`config.mk`:
```
export PLATFORM = sky130hd
export DESIGN_NAME = blk_load_seq
export DESIGN_NICKNAME = d
export VERILOG_FILES = /design/src/rtl/blk_load_pkg.sv /design/src/rtl/blk_issue.sv /design/src/rtl/blk_beat_pipe.sv /design/src/rtl/blk_load_seq.sv
export SDC_FILE = /design/constraint.sdc
export NUM_CORES = 1
export LEC_CHECK = 0
export BUFFER_PORTS_ARGS = -buffer_cell sky130_fd_sc_hd__buf_2
export CORE_UTILIZATION = 50
export CTS_CLUSTER_DIAMETER = 200
export DETAILED_ROUTE_END_ITERATION = 7
export HOLD_SLACK_MARGIN = 0.15
export MAX_ROUTING_LAYER = met4
export PLACE_DENSITY = 0.85
export REMOVE_ABC_BUFFERS = 1
export SKIP_CTS_REPAIR_TIMING = 1
export SLEW_MARGIN = 15
export SYNTH_ARGS = -nofsm -noshare
export SYNTH_HDL_FRONTEND = slang
export SYNTH_HIERARCHICAL = 1
export SYNTH_SLANG_ARGS = --single-unit
```
`constraint.sdc`:
```
create_clock -name clk_i -period 7.8 [get_ports clk_i]
set_clock_uncertainty 0.05 [all_clocks]
set_input_delay 1.17 -clock clk_i [delete_from_list [all_inputs] [get_ports clk_i]]
set_output_delay 1.17 -clock clk_i [all_outputs]
set_load 0.1 [all_outputs]
```
`src/rtl/blk_load_pkg.sv`:
```
package blk_load_pkg;
  localparam int unsigned BEAT_BYTES = 4;

  typedef struct packed {
    logic [BEAT_BYTES-1:0] be;
    logic                  last;
  } beat_tag_t;

  // lanes from start lane upward
  function automatic logic [3:0] head_mask(input logic [1:0] lane);
    return 4'b1111 << lane;
  endfunction

  // lanes up to and including end lane
  function automatic logic [3:0] tail_mask(input logic [1:0] lane);
    return 4'b1111 >> (2'd3 - lane);
  endfunction
endpackage

```
`src/rtl/blk_issue.sv`:
```
module blk_issue
  import blk_load_pkg::*;
#(
  parameter int unsigned AW = 16,
  parameter int unsigned CW = 7,
  parameter int unsigned RW = 5
) (
  input  logic          clk_i,
  input  logic          rst_ni,
  input  logic          cmd_valid_i,
  input  logic [AW-1:0] cmd_base_i,
  input  logic [AW-1:0] cmd_offset_i,
  input  logic [CW-1:0] cmd_count_i,
  input  logic [RW-1:0] cmd_dst_i,
  input  logic          busy_i,
  output logic          active_o,
  output logic          mem_req_o,
  output logic [AW-3:0] mem_addr_o,
  input  logic          mem_gnt_i,
  output logic          beat_v_o,
  output beat_tag_t     beat_tag_o,
  output logic [RW-1:0] beat_reg_o
);
  localparam int unsigned WAW = AW - 2;
  localparam int unsigned TW  = CW + 1;
  localparam int unsigned WCW = CW - 1;

  logic           active_q;
  logic [WCW-1:0] idx_q, nw_q;
  logic [WAW-1:0] waddr_q;
  logic [1:0]     lane_q, end_lane_q;
  logic [RW-1:0]  dbase_q;

  logic           accept, fire, is_last;
  logic [AW-1:0]  start;
  logic [TW-1:0]  total;
  logic [WCW-1:0] nw_d;
  logic [1:0]     end_lane_d;

  assign accept     = cmd_valid_i && !busy_i && (cmd_count_i != '0);
  assign start      = cmd_base_i + cmd_offset_i;
  assign total      = TW'(cmd_count_i) + TW'(start[1:0]);
  assign nw_d       = WCW'((total + TW'(3)) >> 2);
  assign end_lane_d = start[1:0] + cmd_count_i[1:0] + 2'd3;

  assign is_last = (idx_q == nw_q - WCW'(1));
  assign fire    = active_q && mem_gnt_i;

  always_ff @(posedge clk_i or negedge rst_ni) begin
    if (!rst_ni) begin
      active_q   <= 1'b0;
      idx_q      <= '0;
      nw_q       <= '0;
      waddr_q    <= '0;
      lane_q     <= '0;
      end_lane_q <= '0;
      dbase_q    <= '0;
    end else if (accept) begin
      active_q   <= 1'b1;
      idx_q      <= '0;
      nw_q       <= nw_d;
      waddr_q    <= start[AW-1:2];
      lane_q     <= start[1:0];
      end_lane_q <= end_lane_d;
      dbase_q    <= cmd_dst_i;
    end else if (fire) begin
      if (is_last) active_q <= 1'b0;
      else         idx_q    <= idx_q + WCW'(1);
    end
  end

  always_comb begin
    beat_tag_o.be = 4'b1111;
    if (idx_q == '0) beat_tag_o.be = beat_tag_o.be & head_mask(lane_q);
    if (is_last)     beat_tag_o.be = beat_tag_o.be & tail_mask(end_lane_q);
    beat_tag_o.last = is_last;
  end

  assign active_o   = active_q;
  assign mem_req_o  = active_q;
  assign mem_addr_o = waddr_q + WAW'(idx_q);
  assign beat_v_o   = fire;
  assign beat_reg_o = dbase_q + RW'(idx_q);
endmodule

```
`src/rtl/blk_beat_pipe.sv`:
```
module blk_beat_pipe
  import blk_load_pkg::*;
#(
  parameter int unsigned RW = 5
) (
  input  logic          clk_i,
  input  logic          rst_ni,
  input  logic          beat_v_i,
  input  beat_tag_t     beat_tag_i,
  input  logic [RW-1:0] beat_reg_i,
  input  logic [31:0]   mem_rdata_i,
  output logic          pipe_busy_o,
  output logic          dst_we_o,
  output logic [RW-1:0] dst_idx_o,
  output logic [3:0]    dst_be_o,
  output logic [31:0]   dst_data_o,
  output logic          done_o
);
  // stage 1: memory read in flight; stage 2: bank write
  logic          s1_v, s2_v, done_q;
  beat_tag_t     s1_tag, s2_tag;
  logic [RW-1:0] s1_reg, s2_reg;
  logic [31:0]   s2_data;

  always_ff @(posedge clk_i or negedge rst_ni) begin
    if (!rst_ni) begin
      s1_v    <= 1'b0;
      s2_v    <= 1'b0;
      done_q  <= 1'b0;
      s1_tag  <= '0;
      s2_tag  <= '0;
      s1_reg  <= '0;
      s2_reg  <= '0;
      s2_data <= '0;
    end else begin
      s1_v   <= beat_v_i;
      s2_v   <= s1_v;
      done_q <= s2_v && s2_tag.last;
      if (beat_v_i) begin
        s1_tag <= beat_tag_i;
        s1_reg <= beat_reg_i;
      end
      if (s1_v) begin
        s2_tag  <= s1_tag;
        s2_reg  <= s1_reg;
        s2_data <= mem_rdata_i;
      end
    end
  end

  assign pipe_busy_o = s1_v || s2_v;
  assign dst_we_o    = s2_v;
  assign dst_idx_o   = s2_reg;
  assign dst_be_o    = s2_tag.be;
  assign dst_data_o  = s2_data;
  assign done_o      = done_q;
endmodule

```
`src/rtl/blk_load_seq.sv`:
```
module blk_load_seq
  import blk_load_pkg::*;
#(
  parameter int unsigned AW   = 16,
  parameter int unsigned CW   = 7,
  parameter int unsigned NREG = 32,
  localparam int unsigned RW  = $clog2(NREG)
) (
  input  logic          clk_i,
  input  logic          rst_ni,
  input  logic          cmd_valid_i,
  input  logic [AW-1:0] cmd_base_i,
  input  logic [AW-1:0] cmd_offset_i,
  input  logic [CW-1:0] cmd_count_i,
  input  logic [RW-1:0] cmd_dst_i,
  output logic          busy_o,
  output logic          done_o,
  output logic          mem_req_o,
  output logic [AW-3:0] mem_addr_o,
  input  logic          mem_gnt_i,
  input  logic [31:0]   mem_rdata_i,
  output logic          dst_we_o,
  output logic [RW-1:0] dst_idx_o,
  output logic [3:0]    dst_be_o,
  output logic [31:0]   dst_data_o
);
  logic          active, pipe_busy, beat_v;
  beat_tag_t     beat_tag;
  logic [RW-1:0] beat_reg;

  assign busy_o = active || pipe_busy;

  blk_issue #(.AW(AW), .CW(CW), .RW(RW)) i_issue (
    .clk_i        (clk_i),
    .rst_ni       (rst_ni),
    .cmd_valid_i  (cmd_valid_i),
    .cmd_base_i   (cmd_base_i),
    .cmd_offset_i (cmd_offset_i),
    .cmd_count_i  (cmd_count_i),
    .cmd_dst_i    (cmd_dst_i),
    .busy_i       (busy_o),
    .active_o     (active),
    .mem_req_o    (mem_req_o),
    .mem_addr_o   (mem_addr_o),
    .mem_gnt_i    (mem_gnt_i),
    .beat_v_o     (beat_v),
    .beat_tag_o   (beat_tag),
    .beat_reg_o   (beat_reg)
  );

  blk_beat_pipe #(.RW(RW)) i_pipe (
    .clk_i       (clk_i),
    .rst_ni      (rst_ni),
    .beat_v_i    (beat_v),
    .beat_tag_i  (beat_tag),
    .beat_reg_i  (beat_reg),
    .mem_rdata_i (mem_rdata_i),
    .pipe_busy_o (pipe_busy),
    .dst_we_o    (dst_we_o),
    .dst_idx_o   (dst_idx_o),
    .dst_be_o    (dst_be_o),
    .dst_data_o  (dst_data_o),
    .done_o      (done_o)
  );
endmodule

```
==> summary.md, run 1 <==
| Metric | Value |
|---|---|
| Die height | `106 microns` |
| Die Area | `11200 sq um` |
| Vias/cell | `5.42` |
| CTS H-Tree Depth | `3` |
| Async SR Flop Fraction | `100%` |
| Global-route wire length before repair | `18100 microns` |
| Slowest CP cell | `dfrtp_1` |
| Register area share after synthesis | `42.4%` |
| DRC | `0` |
| Layout area overhead | `17.5%` |
| Slew headroom | `44.8%` |
| Cts bufs inserted | `9` |
| WS Path Type | `flip-flop to output port` |
| Hpwl dp | `8390 microns` |
| Total negative setup slack | `0 ns` |
| Routed via count | `4082` |
| Final critical-path share of the clock period | `54.0%` |
| Area of the multi-input gates | `2840 sq um` |
| Worst setup SP type | `flip-flop` |
| # IOs | `139` |
| Port bufs | `138` |
| WP data required | `6.58 ns` |
| CP peak stage delay | `0.55 ns` |
| Maximum buffer depth of the clock tree | `2` |
| Ys flop type | `dfrtp_1` |
| Max cap viols | `0` |
| Max Fclk | `0.237 GHz` |
| Critical path arrival | `2.99 ns` |
| Layout cells sized above 1 | `35.7%` |
| Vias in the first global route | `3884` |
| Area leader, netlist | `dfrtp_1` |
| Initial antenna violation count | `0` |
| Final Critical Period | `4.21 ns` |
| Worst Path Max Fanout | `8` |
| Worst hold path type | `flip-flop to flip-flop` |
| DR pass1 iterations | `4` |
| Top post-synthesis cells by area | `dfrtp_1 (42%), mux2_4 (11%), ha_1 (7.5%), nand2_1 (3.9%), xnor2_1 (2.9%)` |
| Final WS setup | `3.59 ns` |
| Top-count cell post-synth | `dfrtp_1` |
| ANT nets after route | `0` |
| Clk slew on worst S/H paths | `0.09 ns` |
| Setup crit end kind | `output port` |
| Overall routing resource usage | `21.0%` |
| Clock root buffer | `clkbuf_8` |
| Post-Syn Area | `5370 sq um` |
| # diodes | `0` |
| Final Hold Viols | `0` |
| Post-synth EDFFs | `0` |
| Status | `finished clean` |
| Final-stage net count | `728` |
| RSZ-0062 raised after global routing | `no` |
| Post-synth top cells | `dfrtp_1 (91), nand2_1 (56), mux2_4 (39), ha_1 (32), o21ai_0 (23)` |
| Synth warn | `6` |
| Average routed wire per standard cell | `14.8 microns` |
| Core area | `10400 sq um` |
| Rows | `37` |
| GR Overflow Total | `0` |
| Fillers | `850` |
| Final Wtd Congestion | `0.832` |
| #FFs+latches synth | `91` |
| Worst skew pair latency | `0.36 ns` |
| Pins Over Slew Limit | `0` |
| Dpl ws | `4.01 ns` |
| Largest net degree at the start of global routing | `92` |
| Initial DRC count | `228` |
| TritonCTS clock tree | `built` |
| CTS sink cnt | `91` |
| Worst slew pin tran | `0.818 ns` |
| Starting Density | `51.8%` |
| Synth unique cells | `56` |
| Post-Syn Instances | `483` |
| Syn avg cell area | `11.1 sq um` |
| Die width | `106 microns` |
| Register area | `2280 sq um` |
| Critical Path, Cell by Cell | `inv_1 > fa_1 > nor2b_1 > o21a_1 > o21ai_0 > a211oi_1 > xor2_1 > buf_2` |
| Final setup violating endpoints | `0` |
| Share of the synthesized area in the top cell type | `42.4%` |
| Routed wire length | `11100 microns` |
| Largest register FFs | `32` |
## stage by stage
| step | hold slack (ns) | cells | util, % | instance area [sq um] |
|---|---|---|---|---|
| after floorplan | 0.399 | 461 | - | 5180 |
| after global placement | 0.417 | 737 | 58.6 | 6080 |
| after detailed placement | 0.432 | 737 | 58.6 | 6080 |
| after CTS | 0.453 | 753 | 60.8 | 6310 |
| after global routing | 0.475 | 753 | 60.8 | 6310 |
| final | 0.449 | 753 | 60.8 | 6310 |
## routing by layer
metal  vias to the layer above  track usage [%]  share of wire (%)
met2                       164             34.4                 47
li1                       1971                -                  -
met1                      1933             26.7                 45
met3                        14             3.96                6.5
met5                         -                -                  0
met4                         0             6.25                1.5
## cell families after synthesis
logic type	after synthesis	share of synthesized area, %
fa+ha+maj	36	8.95
mux	58	14.7
compound gates	96	12.4
simple gates	126	11.3
xor+xnor	32	5.22
buf+inv	44	4.99
flops	91	42.4
## critical path, delay by kind of cell, from the launching register on
family,cells,cell delay [ns]
flops,1,0.55
buf+inv,2,0.60
xor+xnor,1,0.20
compound gates,3,0.69
simple gates,1,0.12
fa+ha+maj,1,0.48
## layout make-up
class	instances	share of cell area (%)
multi-input combinational	348	45.0
tap	136	2.70
clock buffer	9	1.96
clock inverter	7	1.69
inverter	22	1.31
sequential	91	36.1
timing repair buffer	140	11.3
## layout by cell type (no fill, tap or decap), types with 5 or more instances in the layout
| cell type | Yosys | routed |
|---|---|---|
| nand3_1 | 17 | 17 |
| clkbuf_8 | 0 | 9 |
| nor2b_1 | 5 | 5 |
| mux2i_1 | 6 | 6 |
| mux2_4 | 39 | 39 |
| mux2_2 | 13 | 13 |
| dfrtp_1 | 91 | 90 |
| a21o_1 | 10 | 10 |
| a211oi_1 | 5 | 5 |
| o21a_1 | 9 | 9 |
| ha_1 | 32 | 32 |
| nor3_1 | 11 | 11 |
| o21ai_0 | 23 | 23 |
| buf_2 | 6 | 137 |
| nor2_1 | 9 | 9 |
| a21oi_1 | 21 | 21 |
| nand2_1 | 56 | 56 |
| xor2_1 | 14 | 14 |
| nand2b_1 | 5 | 5 |
| xnor2_1 | 18 | 18 |
| inv_1 | 22 | 22 |
| nand4_1 | 6 | 6 |
## path summary, 6_finish.rpt
path / start / endpoint / slack [ns] / depth (start not counted)
min in group asynchronous: rst_ni / i_pipe/dst_data_o[11] / 0.80 / 1
setup / recovery: i_issue/idx_q[1] / mem_addr_o[8] / 3.59 / 8
hold / removal: i_issue/waddr_q[2] / i_issue/waddr_q[2] / 0.45 / 2
max in group asynchronous: rst_ni / i_pipe/s1_v / 6.32 / 1
hold reg to reg: i_issue/waddr_q[2] / i_issue/waddr_q[2] / 0.45 / 2
setup reg to reg: i_issue/nw_q[0] / i_pipe/s1_tag[2] / 5.04 / 6
Power of run 1 is left out: the tool's default activity adds up to more than one toggle a clock period on the data nets, which glitch-free logic cannot reach.
==> inputs of run 2 (changes only) <==
Clock period 7.8 ns to 4.4 ns, I/O delays scaled along.
==> summary.md, run 2 (same netlist as run 1, synthesis figures left out) <==
| Metric | Value |
|---|---|
| RR Startpoint | `i_issue/nw_q[0]` |
| Routed wire length | `11500 microns (+3.0%)` |
| DRC | `0 (unchanged)` |
| Worst slew pin tran | `1.02 ns (+0.204 ns)` |
| Die width | `106 microns (unchanged)` |
| Worst Path Max Fanout | `8 (unchanged)` |
| Placed cells | `739 (+0.27%)` |
| Max cap viols | `0 (unchanged)` |
| WP data required | `3.69 ns (-2.89 ns)` |
| Total negative setup slack | `0 ns (unchanged)` |
| Final Critical Period | `3.71 ns` |
| Final Hold Viols | `0 (unchanged)` |
| Worst setup SP type | `flip-flop` |
| Most common cell after layout, fill and taps aside | `buf_2` |
| FF-to-FF setup slack | `1.65 ns (-3.39 ns)` |
| Status | `finished clean` |
| Dpl ws | `1.08 ns (-2.93 ns)` |
| Reg2reg end | `i_pipe/s1_tag[2]` |
| Crit path to | `mem_addr_o[10]` |
| # diodes | `0 (unchanged)` |
| Vias in the first global route | `3929 (+1.2%)` |
| Average routed wire per standard cell | `15.2 microns (+2.7%)` |
| Slew headroom | `31.6% (-13 points)` |
| Rows | `37 (unchanged)` |
| Port bufs | `138 (unchanged)` |
| Final critical-path share of the clock period | `84.3%` |
| Final Instance Area | `6290 sq um (-0.24%)` |
| Setup crit end kind | `output port` |
| Area of the multi-input gates | `2840 sq um (unchanged)` |
| Layout cells sized above 1 | `35.7% (+0.046 points)` |
| Commonest cells after routing, fill and taps aside | `buf_2 (137), dfrtp_1 (90), nand2_1 (56)` |
| Core area | `10400 sq um (unchanged)` |
| TritonCTS clock tree | `built` |
| R2R depth | `6 (unchanged)` |
| Routed via count | `4095 (+0.32%)` |
| Final-stage net count | `730 (+0.27%)` |
| # IOs | `139 (unchanged)` |
| Starting Density | `51.8% (unchanged)` |
| CTS H-Tree Depth | `3 (unchanged)` |
| Critical path arrival | `3.00 ns (about the same)` |
| Pins Over Slew Limit | `0 (unchanged)` |
| Layout area overhead | `17.2%` |
| Vias/cell | `5.42 (about the same)` |
| Largest net degree at the start of global routing | `92 (unchanged)` |
| Cts bufs inserted | `9 (unchanged)` |
| GR Overflow Total | `0 (unchanged)` |
| Die height | `106 microns (unchanged)` |
| Worst skew pair latency | `0.36 ns (about the same)` |
| Non-Filler Instances | `755 (+0.27%)` |
| Initial DRC count | `243 (+6.6%)` |
| WS Path Type | `flip-flop to output port` |
| Overall routing resource usage | `21.7% (+0.74 points)` |
| Fillers | `822 (-3.3%)` |
| Clock root buffer | `clkbuf_8` |
| Max Fclk | `0.270 GHz` |
| Largest register FFs | `32 (unchanged)` |
| Area after DPL | `6090 sq um (+0.25%)` |
| Hpwl dp | `8620 microns (+2.8%)` |
| CTS sink cnt | `91 (unchanged)` |
| ANT nets after route | `0 (unchanged)` |
| Final Wtd Congestion | `0.835 (+0.38%)` |
| Final WS setup | `0.690 ns (-2.90 ns)` |
| Critical Path Source | `i_issue/idx_q[1]` |
| Worst hold path type | `primary input to async pin` |
| Maximum buffer depth of the clock tree | `2 (unchanged)` |
| Clk slew on worst S/H paths | `0.09 ns (about the same)` |
| DR pass1 iterations | `4 (unchanged)` |
| Register area | `2280 sq um (unchanged)` |
| Initial antenna violation count | `0 (unchanged)` |
| Final setup violating endpoints | `0 (unchanged)` |
| RSZ-0062 raised after global routing | `no` |
| Die Area | `11200 sq um (unchanged)` |
| Global-route wire length before repair | `18600 microns (+2.7%)` |
## run 2: cell count changes in the layout (fill, tap and decap cells not counted)
cell and delta:
buf_4 +2, bufinv_16 -1, clkbuf_1 +1, clkinv_4 +1
clkinvlp_4 +1, inv_6 -1, inv_8 -1
## run 2: worst max-delay path, cell delays in order, from the launching register on
cell and delay [ns]:
dfrtp_1 0.55, inv_1 0.14, fa_1 0.47, nor2b_1 0.13, o21a_1 0.15, o21ai_0 0.18
a211oi_1 0.37, xnor2_1 0.18, buf_2 0.47
## run 2: final cells by class
class | count | share of cell area [%]
repair buffers | 142 | 11.5
inverters | 22 | 1.31
multi-input cells | 348 | 45.1
well taps | 136 | 2.70
clock buffers | 10 | 2.03
clock inverters | 6 | 1.15
flip-flops and latches | 91 | 36.2
## run 2: per-layer routing
metal | global-route usage [%] | share of wire (%)
met1 | 28.1 | 46
met2 | 35.5 | 47
met3 | 3.77 | 6.2
met4 | 6.15 | 1.4
met5 | - | 0
## run 2: metrics by stage
step	utilization [%]	hold slack, ns
4_1_cts	60.7	0.437
3_3_place_gp	58.7	0.417
5_1_grt	60.7	0.367
6_report	60.7	0.302
3_5_place_dp	58.7	0.425
2_1_floorplan	-	0.314
## run 2: worst min path at each step
stage | start | slack [ns] | end | cells after the start
floorplan | rst_ni | 0.31 | i_issue/active_o | 0
global placement | i_issue/waddr_q[0] | 0.42 | i_issue/waddr_q[0] | 2
detailed placement | i_issue/waddr_q[0] | 0.43 | i_issue/waddr_q[0] | 2
CTS | cmd_dst_i[3] | 0.44 | i_issue/dbase_q[3] | 3
global route | rst_ni | 0.37 | i_pipe/dst_data_o[24] | 1
finish | rst_ni | 0.30 | i_pipe/dst_data_o[11] | 1
Power of run 2 is left out for the same reason.
==> inputs of run 3 (changes only) <==
Clock period 4.4 ns to 3.7 ns, I/O delays scaled along.
==> summary.md, run 3 (same netlist as run 1, synthesis figures left out) <==
| Metric | Value |
|---|---|
| Status | `finished clean` |
| Maximum buffer depth of the clock tree | `2 (unchanged)` |
| Largest register FFs | `32 (unchanged)` |
| Crit path to | `mem_addr_o[12]` |
| Hold Worst Slack | `0.189 ns (-0.114 ns)` |
| CTS sink cnt | `91 (unchanged)` |
| FF-to-FF setup slack | `0.91 ns (-0.74 ns)` |
| # IOs | `139 (unchanged)` |
| Starting Density | `51.8% (unchanged)` |
| ANT nets after route | `0 (unchanged)` |
| Final Critical Period | `3.59 ns` |
| Hpwl dp | `8590 microns (-0.37%)` |
| CTS H-Tree Depth | `3 (unchanged)` |
| Rows | `37 (unchanged)` |
| Clk slew on worst S/H paths | `0.10 ns (about the same)` |
| Layout cells sized above 1 | `35.7% (-0.046 points)` |
| Pins Over Slew Limit | `0 (unchanged)` |
| # diodes | `0 (unchanged)` |
| Slew headroom | `44.0% (+12 points)` |
| Cts bufs inserted | `9 (unchanged)` |
| Routed wire length | `11400 microns (-0.75%)` |
| WS Path Type | `flip-flop to output port` |
| Critical Path Source | `i_issue/idx_q[1]` |
| R2R depth | `6 (unchanged)` |
| Vias/cell | `5.42 (-0.10%)` |
| Max Fclk | `0.279 GHz` |
| GR Overflow Total | `0 (unchanged)` |
| Area of the multi-input gates | `2840 sq um (unchanged)` |
| Final-stage net count | `728 (-0.27%)` |
| Initial DRC count | `224 (-7.8%)` |
| Worst slew pin tran | `0.830 ns (-0.193 ns)` |
| RR Startpoint | `i_issue/nw_q[0]` |
| Die width | `106 microns (unchanged)` |
| Core area | `10400 sq um (unchanged)` |
| Clock root buffer | `clkbuf_8` |
| Placed cells | `737 (-0.27%)` |
| Initial antenna violation count | `0 (unchanged)` |
| TritonCTS clock tree | `built` |
| Routed via count | `4080 (-0.37%)` |
| Register area | `2280 sq um (unchanged)` |
| Layout area overhead | `17.1% (about the same)` |
| Util after Layout | `60.7% (about the same)` |
| Max cap viols | `0 (unchanged)` |
| Final critical-path share of the clock period | `96.9%` |
| Fillers | `846 (+2.9%)` |
| Reg2reg end | `i_pipe/s1_tag[2]` |
| Non-Filler Instances | `753 (-0.26%)` |
| DR pass1 iterations | `4 (unchanged)` |
| Die height | `106 microns (unchanged)` |
| Die Area | `11200 sq um (unchanged)` |
| Setup crit end kind | `output port` |
| WP data required | `3.09 ns (-0.60 ns)` |
| Worst setup SP type | `flip-flop` |
| Most common cell after layout, fill and taps aside | `buf_2` |
| Worst hold path type | `primary input to async pin` |
| Worst skew pair latency | `0.36 ns (about the same)` |
| Worst Path Max Fanout | `8 (unchanged)` |
| Port bufs | `138 (unchanged)` |
| RSZ-0062 raised after global routing | `no` |
| Global-route wire length before repair | `18200 microns (-2.0%)` |
| Area after DPL | `6080 sq um (-0.25%)` |
| Final setup violating endpoints | `0 (unchanged)` |
| Average routed wire per standard cell | `15.1 microns (-0.49%)` |
| Overall routing resource usage | `21.4% (-0.33 points)` |
| Final Hold Viols | `0 (unchanged)` |
| Critical path arrival | `2.98 ns (-0.02 ns)` |
| Final Instance Area | `6290 sq um (about the same)` |
| Vias in the first global route | `3915 (-0.36%)` |
| DRC | `0 (unchanged)` |
| Commonest cells after routing, fill and taps aside | `buf_2 (135), dfrtp_1 (90), nand2_1 (56)` |
| Largest net degree at the start of global routing | `92 (unchanged)` |
| Final Wtd Congestion | `0.859 (+2.8%)` |
## run 3: changes by cell type in the layout (fill, tap and decap cells not counted), sizes merged
cell,delta
inv,+2
buf,-4
clkbuf,+1
clkinvlp,-1
## run 3: worst min-delay path by stage
stage,endpoint,slack [ns],cells after the start
after CTS,i_issue/dbase_q[2],0.33,3
after detailed placement,i_issue/dbase_q[3],0.44,2
after floorplan,i_issue/active_o,0.21,0
final,i_pipe/dst_data_o[9],0.19,1
after global placement,i_issue/waddr_q[0],0.42,2
after global routing,i_pipe/dst_data_o[9],0.24,1
## run 3: through the flow
stage,setup WS (ns),setup TNS [ns]
6_report,0.114,0
2_1_floorplan,-0.402,-10.19
3_3_place_gp,0.634,0
5_1_grt,0.00587,0
4_1_cts,0.0969,0
3_5_place_dp,0.495,0
## run 3: worst max-delay path, stage by stage, from the launching register on
cell and delay (ns):
dfrtp_1 0.56, inv_1 0.14, fa_1 0.47, nor2b_1 0.12, o21a_1 0.16, o21ai_0 0.19
a211oi_1 0.33, xor2_1 0.19, buf_2 0.45
## run 3: layout make-up
type | instances | area share, %
multi-input cells | 348 | 45.1
flip-flops and latches | 91 | 36.2
repair buffers | 140 | 11.4
well taps | 136 | 2.71
clock buffers | 9 | 1.97
inverters | 22 | 1.31
clock inverters | 7 | 1.29
## run 3: routing by layer
| metal | vias to the layer above | wire length (microns) | track usage (%) |
|---|---|---|---|
| li1 | 1964 | - | - |
| met2 | 164 | 5330 | 34.9 |
| met1 | 1937 | 5190 | 26.8 |
| met3 | 15 | 712 | 4.21 |
| met4 | 0 | 161 | 7.24 |
| met5 | - | 0 | - |
Power of run 3 is left out for the same reason.
